File: src/rtl/pgf_pkg.sv
package pgf_pkg;
   localparam int CTRL_W     = 8;
   localparam int SEL_W      = 3;
   localparam int EN_BIT     = 7;

   typedef enum logic [1:0] {
      EDGE_NONE = 2'b00,
      EDGE_RISE = 2'b01,
      EDGE_FALL = 2'b10,
      EDGE_BOTH = 2'b11
   } edge_mode_e;

   typedef struct packed {
      logic             en;
      logic [SEL_W-1:0] sel;
   } ctrl_t;
endpackage

File: src/rtl/pgf_sync.sv
module pgf_sync #(
   parameter int STAGES = 2
) (
   input  logic clk,
   input  logic rst_n,
   input  logic d_async,
   output logic d_sync
);
   if (STAGES < 2) begin : g_bad_stages
      $error("pgf_sync: STAGES must be at least 2");
   end

   logic [STAGES-1:0] chain_q;

   always_ff @(posedge clk or negedge rst_n) begin
      if (!rst_n) chain_q <= '0;
      else        chain_q <= {chain_q[STAGES-2:0], d_async};
   end

   assign d_sync = chain_q[STAGES-1];
endmodule

File: src/rtl/pgf_strobe_gen.sv
module pgf_strobe_gen #(
   parameter int TAP_LO   = 6,
   parameter int NUM_TAPS = 5,
   parameter int SEL_W    = 3
) (
   input  logic             clk,
   input  logic             rst_n,
   input  logic             div_stop,
   input  logic             sub_tick,
   input  logic [SEL_W-1:0] sel,
   output logic             strobe
);
   localparam int DIV_W    = TAP_LO + NUM_TAPS - 1;
   localparam int SUB_CODE = NUM_TAPS;

   if (TAP_LO < 1) begin : g_bad_tap
      $error("pgf_strobe_gen: TAP_LO must be at least 1");
   end
   if (NUM_TAPS + 1 > (1 << SEL_W)) begin : g_bad_sel
      $error("pgf_strobe_gen: select field too narrow for the taps");
   end

   logic [DIV_W-1:0]    div_q;
   logic [NUM_TAPS-1:0] tap_hit;

   always_ff @(posedge clk or negedge rst_n) begin
      if (!rst_n)         div_q <= '0;
      else if (!div_stop) div_q <= div_q + 1'b1;
   end

   for (genvar k = 0; k < NUM_TAPS; k++) begin : g_tap
      assign tap_hit[k] = &div_q[TAP_LO+k-1:0];
   end

   always_comb begin
      strobe = 1'b0;
      for (int k = 0; k < NUM_TAPS; k++) begin
         if (sel == SEL_W'(k)) strobe = tap_hit[k] & ~div_stop;
      end
      if (sel == SEL_W'(SUB_CODE)) strobe = sub_tick;
   end
endmodule

File: src/rtl/pgf_vote.sv
module pgf_vote #(
   parameter int VOTES = 3
) (
   input  logic clk,
   input  logic rst_n,
   input  logic enable,
   input  logic reload,
   input  logic strobe,
   input  logic d_sync,
   output logic level
);
   if (VOTES < 2) begin : g_bad_votes
      $error("pgf_vote: VOTES must be at least 2");
   end

   localparam int HIST_W = VOTES - 1;

   logic [HIST_W-1:0] hist_q;
   logic [VOTES-1:0]  window;

   assign window = {hist_q, d_sync};

   always_ff @(posedge clk or negedge rst_n) begin
      if (!rst_n) begin
         hist_q <= '0;
         level  <= 1'b0;
      end else if (!enable) begin
         hist_q <= {HIST_W{d_sync}};
         level  <= d_sync;
      end else if (reload) begin
         hist_q <= {HIST_W{d_sync}};
      end else if (strobe) begin
         hist_q <= window[HIST_W-1:0];
         if (&window)      level <= 1'b1;
         else if (~|window) level <= 1'b0;
      end
   end
endmodule

File: src/rtl/pin_glitch_filter.sv
module pin_glitch_filter
   import pgf_pkg::*;
#(
   parameter int TAP_LO      = 6,
   parameter int NUM_TAPS    = 5,
   parameter int SYNC_STAGES = 2,
   parameter int VOTES       = 3
) (
   input  logic              clk,
   input  logic              rst_n,
   input  logic              reg_we,
   input  logic [CTRL_W-1:0] reg_wdata,
   output logic [CTRL_W-1:0] reg_rdata,
   input  logic              pin_async,
   input  logic              sub_tick,
   input  logic              div_stop,
   input  logic [1:0]        edge_sel,
   output logic              filt_level,
   output logic              edge_pulse
);
   ctrl_t      ctrl_q;
   logic       ctrl_en;
   logic [SEL_W-1:0] ctrl_sel;
   logic       pin_sync;
   logic       smp_strobe;
   logic       vote_level;
   logic       filt_prev;
   edge_mode_e mode;

   always_ff @(posedge clk or negedge rst_n) begin
      if (!rst_n)      ctrl_q <= '0;
      else if (reg_we) ctrl_q <= '{en: reg_wdata[EN_BIT], sel: reg_wdata[SEL_W-1:0]};
   end

   assign ctrl_en   = ctrl_q.en;
   assign ctrl_sel  = ctrl_q.sel;
   assign reg_rdata = {ctrl_q.en, {(CTRL_W-SEL_W-1){1'b0}}, ctrl_q.sel};

   pgf_sync #(.STAGES(SYNC_STAGES)) u_sync (
      .clk     (clk),
      .rst_n   (rst_n),
      .d_async (pin_async),
      .d_sync  (pin_sync)
   );

   pgf_strobe_gen #(.TAP_LO(TAP_LO), .NUM_TAPS(NUM_TAPS), .SEL_W(SEL_W)) u_strobe (
      .clk      (clk),
      .rst_n    (rst_n),
      .div_stop (div_stop),
      .sub_tick (sub_tick),
      .sel      (ctrl_sel),
      .strobe   (smp_strobe)
   );

   pgf_vote #(.VOTES(VOTES)) u_vote (
      .clk    (clk),
      .rst_n  (rst_n),
      .enable (ctrl_en),
      .reload (reg_we),
      .strobe (smp_strobe),
      .d_sync (pin_sync),
      .level  (vote_level)
   );

   assign filt_level = ctrl_en ? vote_level : pin_sync;

   always_ff @(posedge clk or negedge rst_n) begin
      if (!rst_n) filt_prev <= 1'b0;
      else        filt_prev <= filt_level;
   end

   assign mode = edge_mode_e'(edge_sel);

   always_comb begin
      unique case (mode)
         EDGE_RISE: edge_pulse = filt_level & ~filt_prev;
         EDGE_FALL: edge_pulse = ~filt_level & filt_prev;
         EDGE_BOTH: edge_pulse = filt_level ^ filt_prev;
         default:   edge_pulse = 1'b0;
      endcase
   end
endmodule

File: config.mk
export PLATFORM = sky130hd
export DESIGN_NAME = pin_glitch_filter
export DESIGN_NICKNAME = d
export VERILOG_FILES = /design/src/rtl/pgf_pkg.sv /design/src/rtl/pgf_sync.sv /design/src/rtl/pgf_strobe_gen.sv /design/src/rtl/pgf_vote.sv /design/src/rtl/pin_glitch_filter.sv
export SDC_FILE = /design/constraint.sdc
export NUM_CORES = 1
export LEC_CHECK = 0
export BUFFER_PORTS_ARGS = -buffer_cell sky130_fd_sc_hd__buf_2
export CAP_MARGIN = 20
export CORE_AREA = 5 5 55 57
export CTS_CLUSTER_DIAMETER = 40
export CTS_CLUSTER_SIZE = 16
export DETAILED_ROUTE_END_ITERATION = 6
export DIE_AREA = 0 0 60 62
export GPL_ROUTABILITY_DRIVEN = 0
export PLACE_DENSITY = 0.71
export SYNTH_ARGS = -nofsm -noshare
export SYNTH_HDL_FRONTEND = slang
export SYNTH_SLANG_ARGS = --single-unit
File: constraint.sdc
create_clock -name clk -period 3.9 [get_ports clk]
set_clock_uncertainty 0.05 [all_clocks]
set_input_delay 0 -clock clk [delete_from_list [all_inputs] [get_ports clk]]
set_output_delay 0 -clock clk [all_outputs]
set_load 0.02 [all_outputs]
==> impl_metrics.csv <==
group,metric,value,unit
run_status,outcome,"finished clean",
finish,n_antenna_cell,0,
timing,fin_tns_setup,0,ps
clock_network,clk_pin_slew,120,ps
global_route,track_usage,0.133,
finish,post-route-util,0.544,
finish,area.growth.synth_to_final,25.1,%
timing,setup_viol,0,
die,num_rows,18,
clock_network,max-clock-path-buffers,2,
yosys,synth-seq-cells,20,
yosys,synth_ff_type,"dfrtp_1",
die,die_x,60,um
finish,nNetsFinal,141,
global_route,grt_pass1_vias,862,
global_route,overflow,0,
power_and_ir_drop,p_total,617,uW
worst_setup_path,path_common_cell,"and3_1",
timing,whs,108,ps
die,fp.dieH,62,um
worst_setup_path,cp_slowest_cell,"dfrtp_1",
worst_setup_path,cp_max_fo,5,
global_route,antenna_found_initial,0,
power_and_ir_drop,p_leak,0.000620,uW
die,ios,26,
global_route,met3_usage,0.0248,
routing,routedWlPerCell,14.6,um
timing,period_needed,2060,ps
clock_network,cts_tree,"built",
routing,viasPerCell,5.16,
routing,routed_wl,2180,um
yosys,synth_seq_area_share,0.473,
finish,drive_gt1_frac,0.283,
power_and_ir_drop,power_density,467,mW/mm^2
finish,fill_cells,232,
worst_setup_path,cp.arrival,2210,ps
clock_network,worst_skew_pair.late_latency,300,ps
yosys,ys_warn_count,0,
yosys,syn_inst,90,
clock_network,cts-root-buf,"clkbuf_4",
routing,drcViolationCount,0,
routing,postRouteAntennaNets,0,
clock_network,htree_levels,1,
worst_setup_path,rr_worst_depth,7,
place,portBuffers,17,
routing,vias,774,
worst_setup_path,crit_chain,"and3_1, and3_1, ha_1, nor4bb_1, o21ai_2, o211ai_2, mux2_4",
timing,rsz0062_at_grt,"false",
clock_network,post_cts_resized,0,
worst_setup_path,reg2reg_slack,1840,ps
power_and_ir_drop,ir_drop,0.351,mV
timing,post-route-period-util,0.527,
die,dieArea,0.00372,sq mm
worst_setup_path,crit_path_end_kind,"flip-flop",
place,placed_area,0.00115,sq mm
place,dp_hpwl,1510,um
worst_setup_path,cp-start-kind,"flip-flop",
die,core-area,0.00243,sq mm
yosys,synth_area,0.00106,sq mm
die,initial_core_util,0.435,
yosys,synthArstFlopShare,1.00,
global_route,gr-max-usage-layer,"met2",
clock_network,hold_buffers,12,
clock_network,cts_made_buffers,3,
timing,max_freq,486,MHz
worst_setup_path,reg2reg_from,"u_strobe.div_q[2]$_DFFE_PN0N_",
global_route,globalRouteMet2Util,0.261,
worst_setup_path,reg2reg_to,"u_vote.hist_q[0]$_DFFE_PN0P_",
routing,firstDrtPassIters,4,
yosys,synth.avg_cell_area,11.7,sq um
yosys,synth.distinct_cells,36,
global_route,grt_pass1_wl,3670,um
routing,first_iter_violations,11,
clock_network,post_cts_buffers,0,
min_path,hold_class,"input port to asynchronous set/reset pin",
yosys,synth-edff-count,0,
global_route,grt_use_met1,0.143,
timing,hold_violations,0,
finish,design_area,0.00132,sq mm
run,cap_viol_max_count,0,
worst_setup_path,worst-endpoint-required,4050,ps
clock_network,cts_num_sinks,20,
worst_setup_path,slowest_delay,420,ps
timing,slew_violations,0,
global_route,grt_max_degree,21,
worst_setup_path,crit_type,"flip-flop to flip-flop",
[cell usage after synthesis (all sizes together) (2+ instances only)]
cell,number,share of area
ha,4,0.047
xnor2,6,0.050
o2111ai,2,0.017
and3,3,0.018
o21ai,2,0.013
buf,5,0.036
xor2,2,0.017
nand3,6,0.028
nor2,3,0.013
dfrtp,20,0.47
mux2i,2,0.019
inv,5,0.018
mux2,6,0.067
nand2,5,0.018
[report_power, final]
group | internal, uW | switching [uW] | leakage [uW]
Sequential | 251 | 50.6 | 0.000244
Clock | 104 | 68.0 | 0.0000279
Combinational | 75.4 | 67.9 | 0.000349
[area by class of cell]
class,count,area (sq um),area share
clock inverter,1,30.0,0.0227
multi-input combinational,62,508,0.384
clock buffer,3,22.5,0.0170
sequential,20,500,0.378
inverter,5,18.8,0.0142
tap,30,37.5,0.0284
timing repair buffer,29,205,0.155
[cell families after synthesis]
group                    count (synthesis)  synth area share
AND/OR/NAND/NOR                         27             0.162
other                                    1           0.00355
flip-flops                              20             0.473
AO/OA/AOI/OAI                           11             0.104
buffers and inverters                   11            0.0568
adder cells (fa/ha/maj)                  4            0.0473
XOR/XNOR                                 8            0.0663
multiplexers                             8            0.0864
[per-stage QoR]
stage,std cells,setup slack (ps)
after floorplan,93,2040
after detailed placement,134,1840
after global placement,134,1910
final,150,1840
after CTS,150,1830
after global routing,150,1730
[flip-flops by register name (all words and copies together), names as in the netlist]
signal          cells
ctrl_en             1
u_strobe.div_q     10
ctrl_sel            3
u_sync.chain_q      2
u_vote.level        1
filt_prev           1
u_vote.hist_q       2
[critical path, delay by kind of cell (launching register included)]
family / cells / cell delay (ps)
AOI/OAI and AO/OA: 2 / 270
adders and majority gates: 1 / 130
DFF: 1 / 420
muxes: 1 / 310
and+or+nand+nor: 3 / 790
[how the worst max path moves through the flow]
stage,start,slack [ps],cells past startpoint,end
CTS,u_strobe.div_q[2]$_DFFE_PN0N_,1830,7,u_vote.hist_q[0]$_DFFE_PN0P_
detailed placement,u_strobe.div_q[2]$_DFFE_PN0N_,1840,7,u_vote.hist_q[0]$_DFFE_PN0P_
floorplan,u_strobe.div_q[2]$_DFFE_PN0N_,2040,7,u_vote.hist_q[0]$_DFFE_PN0P_
global placement,u_strobe.div_q[2]$_DFFE_PN0N_,1910,7,u_vote.hist_q[0]$_DFFE_PN0P_
global route,u_strobe.div_q[5]$_DFFE_PN0N_,1730,7,u_vote.level$_DFFE_PN0P_
finish,u_strobe.div_q[2]$_DFFE_PN0N_,1840,7,u_vote.hist_q[0]$_DFFE_PN0P_
[metal layers]
| metal | vias up | routed length, um | share of wire |
|---|---|---|---|
| met5 | - | 0 | 0 |
| met4 | 0 | 7 | 0.0032 |
| met3 | 2 | 88 | 0.040 |
| met2 | 12 | 1220 | 0.56 |
| met1 | 388 | 867 | 0.40 |
| li1 | 372 | - | - |
[placed cells by master (no fill, tap or decap), types with 2 or more instances in the layout]
cell / n
dfrtp_1: 20
buf_2: 17
dlygate4sd3_1: 12
nand3_1: 6
xnor2_1: 6
inv_1: 5
nand2_1: 5
mux2_2: 5
ha_1: 4
conb_1: 4
and3_1: 3
clkbuf_4: 3
mux2i_1: 2
xor2_1: 2
nor2_1: 2
o2111ai_1: 2
Note: power is estimated with default switching activity, not from simulation.
